==> src/rtl/lrsc_pkg.sv <==
package lrsc_pkg;
    localparam int XLEN     = 32;
    localparam int ADDR_W   = 32;
    localparam int WORD_LSB = 2;
    localparam int WORD_W   = ADDR_W - WORD_LSB;

    typedef enum logic [1:0] {
        OP_NONE = 2'd0,
        OP_LR   = 2'd1,
        OP_SC   = 2'd2,
        OP_ST   = 2'd3
    } op_e;

    typedef logic [WORD_W-1:0] word_t;

    // Operation carried from address phase into data phase
    typedef struct packed {
        op_e   kind;
        logic  hit;
        word_t word;
    } dph_t;

    function automatic word_t word_of(input logic [ADDR_W-1:0] a);
        return a[ADDR_W-1:WORD_LSB];
    endfunction
endpackage

==> src/rtl/lrsc_resv.sv <==
module lrsc_resv
    import lrsc_pkg::*;
(
    input  logic  clk,
    input  logic  rst,
    input  logic  set_en,
    input  word_t set_word,
    input  logic  clr_en,
    output logic  valid,
    output word_t word
);
    // Setting has priority over clearing in the same cycle.
    always_ff @(posedge clk) begin
        if (rst) begin
            valid <= 1'b0;
            word  <= '0;
        end else if (set_en) begin
            valid <= 1'b1;
            word  <= set_word;
        end else if (clr_en) begin
            valid <= 1'b0;
        end
    end
endmodule

==> src/rtl/lrsc_dph.sv <==
module lrsc_dph
    import lrsc_pkg::*;
(
    input  logic clk,
    input  logic rst,
    input  dph_t aph,
    output dph_t dph
);
    always_ff @(posedge clk) begin
        if (rst) begin
            dph <= '{kind: OP_NONE, hit: 1'b0, word: '0};
        end else begin
            dph <= aph;
        end
    end
endmodule

==> src/rtl/lrsc_result.sv <==
module lrsc_result
    import lrsc_pkg::*;
#(
    parameter int W = XLEN
) (
    input  dph_t         dph,
    input  logic         exokay,
    input  logic         fault,
    output logic         wb_valid,
    output logic [W-1:0] wb_data
);
    logic ok;

    always_comb begin
        ok       = dph.hit && exokay;
        // A suppressed SC issued no bus access, so its response is ignored.
        wb_valid = (dph.kind == OP_SC) && !(dph.hit && fault);
        wb_data  = '0;
        wb_data[0] = !ok;
    end
endmodule

==> src/rtl/lrsc_monitor.sv <==
module lrsc_monitor
    import lrsc_pkg::*;
#(
    parameter int AW = ADDR_W,
    parameter int DW = XLEN
) (
    input  logic          clk,
    input  logic          rst,
    input  logic [1:0]    op_kind,
    input  logic [AW-1:0] op_addr,
    input  logic          rsp_exokay,
    input  logic          rsp_fault,
    input  logic          snoop_valid,
    input  logic [AW-1:0] snoop_addr,
    output logic          st_en,
    output logic          wb_valid,
    output logic [DW-1:0] wb_data
);
    op_e   kind;
    word_t a_word;
    word_t s_word;
    dph_t  aph;
    dph_t  dph;
    logic  r_valid;
    word_t r_word;
    logic  lr_done;
    logic  sc_done;
    logic  snoop_kill;
    logic  hit;

    assign kind   = op_e'(op_kind);
    assign a_word = word_of(op_addr);
    assign s_word = word_of(snoop_addr);

    // Data-phase events that change the reservation at the end of this cycle
    assign lr_done    = (dph.kind == OP_LR) && !rsp_fault;
    assign sc_done    = (dph.kind == OP_SC);
    assign snoop_kill = snoop_valid && r_valid && (s_word == r_word);

    // Reservation as it will stand after this cycle, seen early by the SC
    always_comb begin
        if (lr_done)
            hit = (dph.word == a_word);
        else
            hit = r_valid && (r_word == a_word) && !sc_done && !snoop_kill;
    end

    always_comb begin
        aph.kind = kind;
        aph.word = a_word;
        aph.hit  = (kind == OP_SC) && hit;
        st_en    = (kind == OP_ST) || aph.hit;
    end

    lrsc_resv u_resv (
        .clk      (clk),
        .rst      (rst),
        .set_en   (lr_done),
        .set_word (dph.word),
        .clr_en   (sc_done || snoop_kill),
        .valid    (r_valid),
        .word     (r_word)
    );

    lrsc_dph u_dph (
        .clk (clk),
        .rst (rst),
        .aph (aph),
        .dph (dph)
    );

    lrsc_result #(.W(DW)) u_res (
        .dph      (dph),
        .exokay   (rsp_exokay),
        .fault    (rsp_fault),
        .wb_valid (wb_valid),
        .wb_data  (wb_data)
    );
endmodule

==> config.mk <==
export PLATFORM = sky130hd
export DESIGN_NAME = lrsc_monitor
export DESIGN_NICKNAME = d
export VERILOG_FILES = /design/src/rtl/lrsc_pkg.sv /design/src/rtl/lrsc_resv.sv /design/src/rtl/lrsc_dph.sv /design/src/rtl/lrsc_result.sv /design/src/rtl/lrsc_monitor.sv
export SDC_FILE = /design/constraint.sdc
export NUM_CORES = 1
export LEC_CHECK = 0
export ABC_AREA = 1
export CAP_MARGIN = 20
export CORE_AREA = 2 2 90 92
export CTS_CLUSTER_DIAMETER = 60
export DETAILED_ROUTE_END_ITERATION = 8
export DIE_AREA = 0 0 92 94
export PLACE_DENSITY = 0.87
export SLEW_MARGIN = 10
export SYNTH_ARGS = -nofsm -noshare
export SYNTH_HDL_FRONTEND = slang
export SYNTH_SLANG_ARGS = --single-unit
==> constraint.sdc <==
create_clock -name clk -period 1.5 [get_ports clk]
set_input_delay 0.15 -clock clk [delete_from_list [all_inputs] [get_ports clk]]
set_output_delay 0.15 -clock clk [all_outputs]
set_load 0.1 [all_outputs]
==> results.txt, run 1 <==
----------------------------------------------------
[Synthesis]
  Cell variety after synth ... 16
  Synthesized instance count ... around 560
  Seq cells post-synth ... 64
  Sequential-to-total area share from yosys stat ... 0.358
  Synthesis warning total ... 0
  Post-Synthesis Cell Area ... 3580 um^2
  Mean instance size in the synthesized netlist ... roughly 6.4 um^2

[Route]
  Via count of the routed design ... approximately 3700
  Post-route DRC ... 0
  Detailed Routing Iterations Pass 1 ... 5
  Detail-routed via count per cell ... 4.66
  Detail Route Antenna Nets ... 0
  Starting DRT DRC Count ... between 200 and 250
  Detailed Route WL ... roughly 10000 um
  Per-cell routed wire length ... around 13 um

[Placement]
  Worst-case setup slack after placement ... -608 ps
  Detailed placer's ending HPWL ... about 7600 um
  Total of buffers placed on input and output ports ... between 60 and 70
  Final weighted congestion in routability-driven placement ... around 0.95

[Critical path]
  Setup crit start kind ... flip-flop
  Register-to-register path setup slack ... -60 ps
  CP max FO ... 2
  WP data required ... 1350 ps
  Endpoint class of the critical path ... primary output
  WP data arrival ... around 2000 ps
  Setup CP Type ... reg2out

[STA]
  Crit share post-route ... 1.43
  Tmin final ... roughly 2100 ps
  Final number of max-transition violations ... 0
  PnR worst setup slack ... -647 ps
  Setup repair after global routing missed its margin ... yes
  Hold violation total from the final report ... 0
  Worst rel slew slack ... 0.613
  Maximum clock frequency ... ~0.47 GHz
  Maximum clock skew at final layout ... about 5.6 ps
  Worst-margin pin slew ... between 500 and 600 ps
  Final setup viols ... 3

[CTS]
  Clock Pin Slew Worst Setup and Hold Paths ... 70 ps
  Clock latency reported for the late side of the worst-skew pair ... 350 ps
  Root Buffer ... sky130_fd_sc_hd__clkbuf_8
  CTS H-tree depth ... 3
  Clock tree from TritonCTS ... built
  Clock buffers created by TritonCTS ... 9
  Clock sink count ... 64
  Max Root-Sink Buffers ... 2

[Global route]
  Initial antenna violation count ... 0
  Via count of the first global-routing pass ... about 3500
  Global router's overall resource usage ... 0.235
  Maximum number of pins on one net before global-route repair ... 62
  Overflow left after global routing ... 0
  First-pass GRT wire length ... 15600 um

[Die]
  Starting utilization of the core area ... 0.470
  Standard cell core area ... about 7600 um^2
  Count of boundary I/O pins ... 105
  Full die area ... just under 9000 um^2
  Count of standard-cell rows ... 32
  Die Y ... ~94 um
  Width of the die ... 92 um

[Final layout]
  Antenna fix cells ... 0
  Area occupied by multi-input gates ... roughly 1800 um^2
  Layout cell share with drive strength beyond 1 ... 0.173
  Seq. cell area ... between 1000 and 1500 um^2
  Area growth syn-to-layout ... 38.1%
  Filler cell count ... approximately 680
  Total Nets Final ... 748

[Run]
  Count of max-cap constraint violations ... 0

[Pwr]
  Leakage Power ... about 2.4 nW
  Total Power ... between 0.004 and 0.005 W
  Power per cell area ... roughly 900 nW/um^2
  Max IR drop VDD ... approximately 0.43 mV

[Status]
  Run status ... finished, violations left
  Violations in the final reports ... negative setup slack

[Min path]
  Path category of the worst min-delay check ... in2reg

----------------------------------------------------
## state kept, by name, summed over array words and instances (netlist names)
register      count
u_resv.valid      1
u_dph.dph        33
u_resv.word      30
## final timing paths
path | startpoint | end | cells after the start
min reg2reg | u_resv.word[17]$_SDFFE_PP0P_ | u_resv.word[17]$_SDFFE_PP0P_ | 2
max reg2reg | u_resv.word[28]$_SDFFE_PP0P_ | u_dph.dph[30]$_SDFF_PP0_ | 12
min | op_addr[21] | u_dph.dph[19]$_SDFF_PP0_ | 3
max | u_dph.dph[26]$_SDFF_PP0_ | st_en | 9
## critical path, cell delays in order (launching register included)
cell	delay, ps
sky130_fd_sc_hd__dfxtp_1	320
sky130_fd_sc_hd__xor2_1	180
sky130_fd_sc_hd__nor3_1	370
sky130_fd_sc_hd__nand2_1	120
sky130_fd_sc_hd__nor2_1	130
sky130_fd_sc_hd__nand2_1	120
sky130_fd_sc_hd__nand3_2	100
sky130_fd_sc_hd__nand2_2	60
sky130_fd_sc_hd__clkinvlp_4	80
sky130_fd_sc_hd__buf_12	160
## Yosys cell counts, drive strengths merged
master	n	area, um^2
xor2	16	140
xnor2	26	228
buf	31	233
nor3	8	40.0
o211ai	1	7.51
clkbuf	13	48.8
nor2	65	244
nand3	4	20.0
conb	1	3.75
inv	91	342
dfxtp	64	1280
nand2	168	631
nand4	3	18.8
o21ai	33	165
a21oi	34	170
o22ai	1	6.26
## logic make-up (layout without fill, tap and decap cells)
| family | after synthesis | count (layout) | synth area share |
|---|---|---|---|
| flops | 64 | 64 | 0.358 |
| other cells | 1 | 31 | 0.00105 |
| buf+inv | 135 | 228 | 0.174 |
| xor+xnor | 42 | 42 | 0.103 |
| compound gates | 69 | 69 | 0.0976 |
| simple gates | 248 | 248 | 0.266 |
## what timing repair did
item | 4_1_cts | 5_1_grt
buffers inserted | 2 | 0
gates resized for setup | 8 | 34
endpoints found under the hold margin | 0 | 0
pin swaps | 7 | 14
setup endpoints to repair | 1 | 30
hold buffers | 0 | 0
## power breakdown
group / switching [W] / total [W] / internal [W]
clock: 0.000649 / 0.00141 / 0.000760
sequential: 0.0000636 / 0.00185 / 0.00179
combinational: 0.000750 / 0.00117 / 0.000420
## placed cells by master, fill, tap and decap left out, types with 3 or more instances in the layout
| cell | n |
|---|---|
| sky130_fd_sc_hd__a21oi_1 | 32 |
| sky130_fd_sc_hd__xnor2_1 | 26 |
| sky130_fd_sc_hd__dfxtp_1 | 39 |
| sky130_fd_sc_hd__dlymetal6s2s_1 | 7 |
| sky130_fd_sc_hd__conb_1 | 31 |
| sky130_fd_sc_hd__xor2_1 | 16 |
| sky130_fd_sc_hd__inv_2 | 7 |
| sky130_fd_sc_hd__nor2_2 | 7 |
| sky130_fd_sc_hd__buf_12 | 3 |
| sky130_fd_sc_hd__o21ai_0 | 31 |
| sky130_fd_sc_hd__inv_1 | 83 |
| sky130_fd_sc_hd__dfxtp_2 | 24 |
| sky130_fd_sc_hd__nor2_1 | 58 |
| sky130_fd_sc_hd__clkdlybuf4s50_1 | 59 |
| sky130_fd_sc_hd__clkbuf_8 | 9 |
| sky130_fd_sc_hd__nand2_2 | 4 |
| sky130_fd_sc_hd__clkbuf_1 | 3 |
| sky130_fd_sc_hd__clkinv_2 | 3 |
| sky130_fd_sc_hd__nand2_1 | 163 |
| sky130_fd_sc_hd__nand4_1 | 3 |
| sky130_fd_sc_hd__nor3_1 | 8 |
| sky130_fd_sc_hd__buf_4 | 51 |
## area by class of cell
cell class | instances | share of cell area
tap | 102 | 0.0258
clock buffer | 12 | 0.0273
timing repair buffer | 121 | 0.229
inverter | 91 | 0.0699
clock inverter | 4 | 0.00911
multi-input combinational | 390 | 0.373
sequential | 64 | 0.266
## per-stage QoR
step | hold slack (ps) | cells | utilization | area, um^2 | TNS, ps
finish | 175 | 784 | 0.650 | 4940 | -704
global route | 194 | 784 | 0.650 | 4940 | -2510
CTS | 375 | 784 | 0.641 | 4880 | -664
detailed placement | 471 | 766 | 0.613 | 4660 | -5590
global placement | 457 | 766 | 0.613 | 4660 | -4620
floorplan | 257 | 589 | - | 3720 | -100
## per-layer routing
metal,GRT usage,vias to the layer above,wire (um)
li1,-,1847,-
met1,0.267,1634,4100
met2,0.424,153,4890
met3,0.0562,21,780
met4,0.0920,0,234
met5,0,-,0
No activity file was read; power rests on OpenSTA's default activity.
==> inputs of run 2 (changes only) <==
==> constraint.sdc (replaced) <==
create_clock -name clk -period 1.5 [get_ports clk]
set_input_delay 0.15 -clock clk [delete_from_list [all_inputs] [get_ports clk]]
set_output_delay 0.15 -clock clk [all_outputs]
set_load 0.01 [all_outputs]
==> run 2 against run 1 <==
- the flow still finishes with violations (negative setup slack)
- worst hold slack got worse by 22 ps
- first-iteration DRC count increased by 0.44%
- routed wire length increased by 2.7%
- register-to-register slack got worse by 350 ps
- clock power decreased by 9%
- design area decreased by 0.96%
==> results.txt, run 2 (synthesis results as in run 1) <==
----------------------------------------------------
[Status]
  Run status ... finished, violations left
  Violations in the final reports ... negative setup slack

[CTS]
  Max Root-Sink Buffers ... 2 (unchanged)
  Clock latency reported for the late side of the worst-skew pair ... 340 ps (about the same)
  Root Buffer ... sky130_fd_sc_hd__clkbuf_8
  Clock buffers created by TritonCTS ... 9 (unchanged)
  CTS H-tree depth ... 3 (unchanged)
  Clock Pin Slew Worst Setup and Hold Paths ... 60 ps (about the same)
  Clock sink count ... 64 (unchanged)
  Clock tree from TritonCTS ... built

[Final layout]
  Most frequent standard cell in the layout excluding fill and tap cells ... sky130_fd_sc_hd__nand2_1
  Flip-flop count of the largest register after layout ... 33 (unchanged)
  Filler cell count ... 661 (-2.5%)
  Regs by FF count ... u_dph.dph x33, u_resv.word x30, u_resv.valid x1
  Antenna fix cells ... 0 (unchanged)
  Cell Count, Final, Fillers Out ... 780 (-0.51%)
  Layout cell share with drive strength beyond 1 ... 0.140 (-0.0329)
  Register containing the most flip-flops in the final layout ... u_dph.dph
  Total Nets Final ... 747 (-0.13%)
  Most frequent cells in the layout ... 166 x sky130_fd_sc_hd__nand2_1, 89 x sky130_fd_sc_hd__inv_1, 64 x sky130_fd_sc_hd__clkdlybuf4s50_1
  Area growth syn-to-layout ... 36.8%

[Min path]
  Path category of the worst min-delay check ... in2reg

[Global route]
  Global router's overall resource usage ... 0.235 (+0.000885)
  First-pass GRT wire length ... 15700 um (+0.31%)
  Overflow left after global routing ... 0 (unchanged)
  Via count of the first global-routing pass ... 3507 (-0.26%)
  Initial antenna violation count ... 0 (unchanged)
  Maximum number of pins on one net before global-route repair ... 62 (unchanged)

[Placement]
  Total of buffers placed on input and output ports ... 69 (unchanged)
  Worst-case setup slack after placement ... -862 ps (-254 ps)
  Cell total after placement ... 758 (-1.0%)
  Detailed placer's ending HPWL ... 7510 um (-1.4%)
  Final weighted congestion in routability-driven placement ... 0.868 (-8.5%)

[Pwr]
  Max IR drop VDD ... 0.453 mV (+6.5%)
  Power per cell area ... 813 nW/um^2 (-9.4%)
  Leakage Power ... 2.38 nW (-2.1%)
  Total Power ... 0.00398 W (-10%)

[Die]
  Standard cell core area ... 7610 um^2 (unchanged)
  Width of the die ... 92 um (unchanged)
  Count of standard-cell rows ... 32 (unchanged)
  Starting utilization of the core area ... 0.470 (unchanged)
  Full die area ... 8650 um^2 (unchanged)
  Die Y ... 94 um (unchanged)
  Count of boundary I/O pins ... 105 (unchanged)

[Critical path]
  Endpoint class of the critical path ... primary output
  Critical-path cell with the highest stage delay ... sky130_fd_sc_hd__dfxtp_2
  Family with the most delay on the worst path ... simple AND/OR/NAND/NOR gates
  CP max FO ... 3 (+1)
  WP data arrival ... 1860 ps (-140 ps)
  Number of buffers and inverters on the critical path ... 3 (+1)
  Max incr delay on CP ... 330 ps (-40 ps)
  List of cells traversed by the critical path ... buf_4 -> xnor2_2 -> nand2_1 -> nor2_1 -> nand2_1 -> nor2_1 -> nand2_1 -> nand3_2 -> nand3_2 -> nand2_1 -> inv_1 -> buf_6
  WP data required ... 1350 ps (about the same)
  Most used cell, CP ... sky130_fd_sc_hd__nand2_1
  Setup CP Type ... reg2out
  Setup crit start kind ... flip-flop

[STA]
  Setup repair after global routing missed its margin ... yes
  Worst-margin pin slew ... 574 ps (-7.05 ps)
  Smallest hold slack ... 153 ps (-21.5 ps)
  PnR worst setup slack ... -507 ps (+140 ps)
  Hold violation total from the final report ... 0 (unchanged)
  Maximum clock skew at final layout ... 5.35 ps (-0.209 ps)
  Final number of max-transition violations ... 0 (unchanged)
  Total Neg Setup Slack ... -1040 ps (-335 ps)
  Tmin final ... 2010 ps (-140 ps)
  Final setup viols ... 3 (unchanged)
  Crit share post-route ... 1.34 (-0.0934)
  Worst rel slew slack ... 0.617 (+0.00470)
  Maximum clock frequency ... 0.498 GHz (+7.0%)

[Route]
  Per-cell routed wire length ... 13.2 um (+3.3%)
  Detailed Route WL ... 10300 um (+2.7%)
  Post-route DRC ... 0 (unchanged)
  Via count of the routed design ... 3789 (+3.7%)
  Detailed Routing Iterations Pass 1 ... 5 (unchanged)
  Starting DRT DRC Count ... 230 (+0.44%)
  Detail-routed via count per cell ... 4.86 (+4.2%)
  Detail Route Antenna Nets ... 0 (unchanged)

[Run]
  Count of max-cap constraint violations ... 0 (unchanged)

----------------------------------------------------
==> run 2: cell count changes in the layout (fill, tap and decap cells not counted), moves of 6 or more <==
cell and delta:
sky130_fd_sc_hd__dfxtp_1 +9, sky130_fd_sc_hd__buf_4 -8, sky130_fd_sc_hd__dfxtp_2 -8, sky130_fd_sc_hd__buf_6 +7, sky130_fd_sc_hd__inv_1 +6
==> run 2: cell type report <==
cell class | instances | area (um^2) | area share
Timing Repair Buffer | 120 | 1120 | 0.228
Sequential cell | 64 | 1300 | 0.266
Clock inverter | 1 | 5.00 | 0.00102
Clock buffer | 12 | 155 | 0.0317
Multi-Input combinational cell | 390 | 1850 | 0.378
Tap cell | 102 | 128 | 0.0261
Inverter | 91 | 342 | 0.0698
==> run 2: what timing repair did <==
item	CTS	global route
pin swaps	8	12
setup buffers	9	2
hold buffers	0	0
setup endpoints to repair	2	22
gates resized for setup	26	24
==> run 2: report_power, final <==
group          internal (W)  switching, W
logic              0.000411      0.000429
clock network      0.000660      0.000625
registers           0.00179     0.0000649
total               0.00286       0.00112
==> run 2: per-stage QoR <==
stage | util | instance area [um^2]
3_5_place_dp | 0.599 | 4560
5_1_grt | 0.644 | 4900
2_1_floorplan | - | 3690
4_1_cts | 0.635 | 4830
3_3_place_gp | 0.599 | 4560
6_report | 0.644 | 4900
==> run 2: tightest hold or removal path: cells and delay by family <==
family        cells  cell delay (ps)
buf+inv           2              260
simple gates      1               40
==> run 2: final timing paths <==
kind	startpoint	to	slack, ps	cells after the start
worst min register to register	u_resv.word[16]$_SDFFE_PP0P_	u_resv.word[16]$_SDFFE_PP0P_	490	2
worst min-delay path	op_addr[6]	u_dph.dph[4]$_SDFF_PP0_	150	3
worst max-delay path	u_resv.word[4]$_SDFFE_PP0P_	st_en	-510	12
worst max register to register	u_resv.word[4]$_SDFFE_PP0P_	u_resv.valid$_SDFFE_PP0P_	-410	14
==> run 2: routing by layer <==
| metal | part of all wire | vias up | global-route usage |
|---|---|---|---|
| met5 | 0 | - | 0 |
| met1 | 0.40 | 1734 | 0.274 |
| met2 | 0.49 | 185 | 0.420 |
| met3 | 0.079 | 32 | 0.0433 |
| met4 | 0.031 | 0 | 0.107 |
| li1 | - | 1838 | - |
==> inputs of run 3 (changes only) <==
--- a/config.mk
+++ b/config.mk
@@ -16,3 +16,4 @@
 export SYNTH_ARGS = -nofsm -noshare
 export SYNTH_HDL_FRONTEND = slang
 export SYNTH_SLANG_ARGS = --single-unit
+export TNS_END_PERCENT = 5
==> run 3 against run 2 <==
- the flow still finishes with violations (negative setup slack)
- clock-buffer cell count is the same
- cell count is the same
- clock power is essentially flat
- routed wire length is essentially flat
- critical path depth is the same
- fmax is essentially flat
- register-to-register slack lost 20 ps
- flip-flop and latch count is the same
- global-route usage is the same
- power shrank 0.20%
- combinational power is essentially flat
- worst hold slack gained 75 ps
==> results.txt, run 3 (synthesis results as in run 1) <==
----------------------------------------------------
[CTS]
  Clock tree from TritonCTS ... built
  Clock sink count ... 64 (unchanged)
  CTS H-tree depth ... 3 (unchanged)
  Root Buffer ... sky130_fd_sc_hd__clkbuf_8
  Clock latency reported for the late side of the worst-skew pair ... 340 ps (about the same)
  Clock buffers created by TritonCTS ... 9 (unchanged)
  Clock Pin Slew Worst Setup and Hold Paths ... 70 ps (about the same)
  Max Root-Sink Buffers ... 2 (unchanged)

[STA]
  Maximum clock frequency ... 0.499 GHz (about the same)
  Final setup viols ... 3 (unchanged)
  Crit share post-route ... 1.34 (about the same)
  Worst rel slew slack ... 0.623 (+0.00591)
  Setup repair after global routing missed its margin ... yes
  PnR worst setup slack ... -505 ps (+1.44 ps)
  Maximum clock skew at final layout ... 5.89 ps (+0.537 ps)
  Hold violation total from the final report ... 0 (unchanged)
  Tmin final ... 2010 ps (-1.44 ps)
  Worst-margin pin slew ... 565 ps (-8.87 ps)
  Final number of max-transition violations ... 0 (unchanged)
  Total Neg Setup Slack ... -1020 ps (+16.5 ps)

[Die]
  Standard cell core area ... 7610 um^2 (unchanged)
  Full die area ... 8650 um^2 (unchanged)
  Die Y ... 94 um (unchanged)
  Starting utilization of the core area ... 0.470 (unchanged)
  Width of the die ... 92 um (unchanged)
  Count of standard-cell rows ... 32 (unchanged)
  Count of boundary I/O pins ... 105 (unchanged)

[Placement]
  Detailed placer's ending HPWL ... 7510 um (unchanged)
  Final weighted congestion in routability-driven placement ... 0.868 (unchanged)
  Placed inst area ... 4560 um^2 (unchanged)
  Total of buffers placed on input and output ports ... 69 (unchanged)

[Critical path]
  Setup crit start kind ... flip-flop
  Setup CP Type ... reg2out
  Family with the most delay on the worst path ... simple AND/OR/NAND/NOR gates
  Number of buffers and inverters on the critical path ... 3 (unchanged)
  Register-to-register path setup slack ... -430 ps (-20 ps)
  Critical-path cell with the highest stage delay ... sky130_fd_sc_hd__dfxtp_2
  List of cells traversed by the critical path ... buf_4 -> xnor2_2 -> nand2_1 -> nor2_1 -> nand2_1 -> nor2_1 -> nand2_1 -> nand3_2 -> nand3_2 -> nand2_1 -> inv_1 -> buf_6
  Max incr delay on CP ... 340 ps (about the same)
  WP data arrival ... 1860 ps (about the same)
  Endpoint class of the critical path ... primary output
  WP data required ... 1350 ps (about the same)
  Most used cell, CP ... sky130_fd_sc_hd__nand2_1
  CP max FO ... 3 (unchanged)

[Route]
  Detailed Routing Iterations Pass 1 ... 6 (+1)
  Detail Route Antenna Nets ... 0 (unchanged)
  Starting DRT DRC Count ... 257 (+12%)
  Post-route DRC ... 0 (unchanged)
  Detail-routed via count per cell ... 4.81 (-1.0%)
  Detailed Route WL ... 10300 um (about the same)
  Via count of the routed design ... 3751 (-1.0%)
  Per-cell routed wire length ... 13.2 um (about the same)

[Final layout]
  Most frequent cells in the layout ... 166 x sky130_fd_sc_hd__nand2_1, 89 x sky130_fd_sc_hd__inv_1, 65 x sky130_fd_sc_hd__clkdlybuf4s50_1
  Flip-flop count of the largest register after layout ... 33 (unchanged)
  Finished Cell Area ... 4880 um^2 (-0.28%)
  Layout cell share with drive strength beyond 1 ... 0.137 (-0.00295)
  Area occupied by multi-input gates ... 1850 um^2 (-0.20%)
  Filler cell count ... 668 (+1.1%)
  Antenna fix cells ... 0 (unchanged)
  Regs by FF count ... u_dph.dph x33, u_resv.word x30, u_resv.valid x1
  Seq. cell area ... 1300 um^2 (-0.29%)
  Total Nets Final ... 747 (unchanged)
  Area growth syn-to-layout ... 36.4%
  Register containing the most flip-flops in the final layout ... u_dph.dph
  Most frequent standard cell in the layout excluding fill and tap cells ... sky130_fd_sc_hd__nand2_1

[Min path]
  Path category of the worst min-delay check ... in2reg

[Pwr]
  Max IR drop VDD ... 0.454 mV (+0.17%)
  Clock network power share ... 0.322 (about the same)
  Leakage Power ... 2.37 nW (-0.54%)
  Power per cell area ... 814 nW/um^2 (about the same)
  Int Pwr ... 0.00286 W (about the same)
  Power share of the sequential group ... 0.467 (about the same)
  Net switching share of the total power ... 0.280 (-0.00105)
  Reported net switching power ... 0.00111 W (-0.58%)
  Combinational Power Share ... 0.211 (about the same)

[Run]
  Count of max-cap constraint violations ... 0 (unchanged)

[Global route]
  Maximum number of pins on one net before global-route repair ... 62 (unchanged)
  First-pass GRT wire length ... 15700 um (unchanged)
  Via count of the first global-routing pass ... 3507 (unchanged)
  Global router's overall resource usage ... 0.235 (unchanged)
  Overflow left after global routing ... 0 (unchanged)
  Initial antenna violation count ... 0 (unchanged)

[Status]
  Run status ... finished, violations left
  Violations in the final reports ... negative setup slack

----------------------------------------------------
## run 3: worst paths after layout
path | start | endpoint | depth (start not counted)
setup reg to reg | u_resv.word[4]$_SDFFE_PP0P_ | u_resv.valid$_SDFFE_PP0P_ | 14
hold / removal | op_addr[29] | u_dph.dph[27]$_SDFF_PP0_ | 4
setup / recovery | u_resv.word[4]$_SDFFE_PP0P_ | st_en | 12
hold reg to reg | u_resv.word[16]$_SDFFE_PP0P_ | u_resv.word[16]$_SDFFE_PP0P_ | 2
## run 3: cell type report
type / instances / area share
clock buffer: 12 / 0.0318
clock inverter: 1 / 0.00103
inverter: 91 / 0.0700
multi-input combinational: 390 / 0.378
sequential: 64 / 0.266
tap: 102 / 0.0261
timing repair buffer: 120 / 0.227
## run 3: timing repair
item	4_1_cts	5_1_grt
hold buffers	0	0
resized for setup	26	18
setup endpoints to repair	2	22
pin swaps	8	11
buffers inserted	9	1
## run 3: power groups by stage
stage                     clock [W]  sequential [W]  combinational (W)
after floorplan                   0         0.00187           0.000460
after global placement            0         0.00188           0.000783
after detailed placement          0         0.00188           0.000801
after CTS                   0.00129         0.00185           0.000814
after global routing        0.00136         0.00186           0.000914
final                       0.00128         0.00185           0.000838
## run 3: layer usage
metal | routed length (um) | global-route usage
met1 | 4040 | 0.274
met3 | 925 | 0.0433
met4 | 310 | 0.107
met2 | 5000 | 0.420
met5 | 0 | 0
## run 3: worst min-delay path, cell delays in order
cell,delay [ps]
sky130_fd_sc_hd__dlymetal6s2s_1,160
sky130_fd_sc_hd__inv_1,90
sky130_fd_sc_hd__buf_4,100
sky130_fd_sc_hd__nor2_1,30
## run 3: per-stage QoR
stage / util / instances / total power (W) / hold slack (ps) / setup WS, ps
2_1_floorplan: - / 589 / 0.00233 / 257 / 233
3_3_place_gp: 0.599 / 758 / 0.00266 / 478 / -866
3_5_place_dp: 0.599 / 758 / 0.00269 / 491 / -862
4_1_cts: 0.635 / 779 / 0.00395 / 240 / -436
5_1_grt: 0.642 / 780 / 0.00413 / 250 / -570
6_report: 0.642 / 780 / 0.00397 / 228 / -505
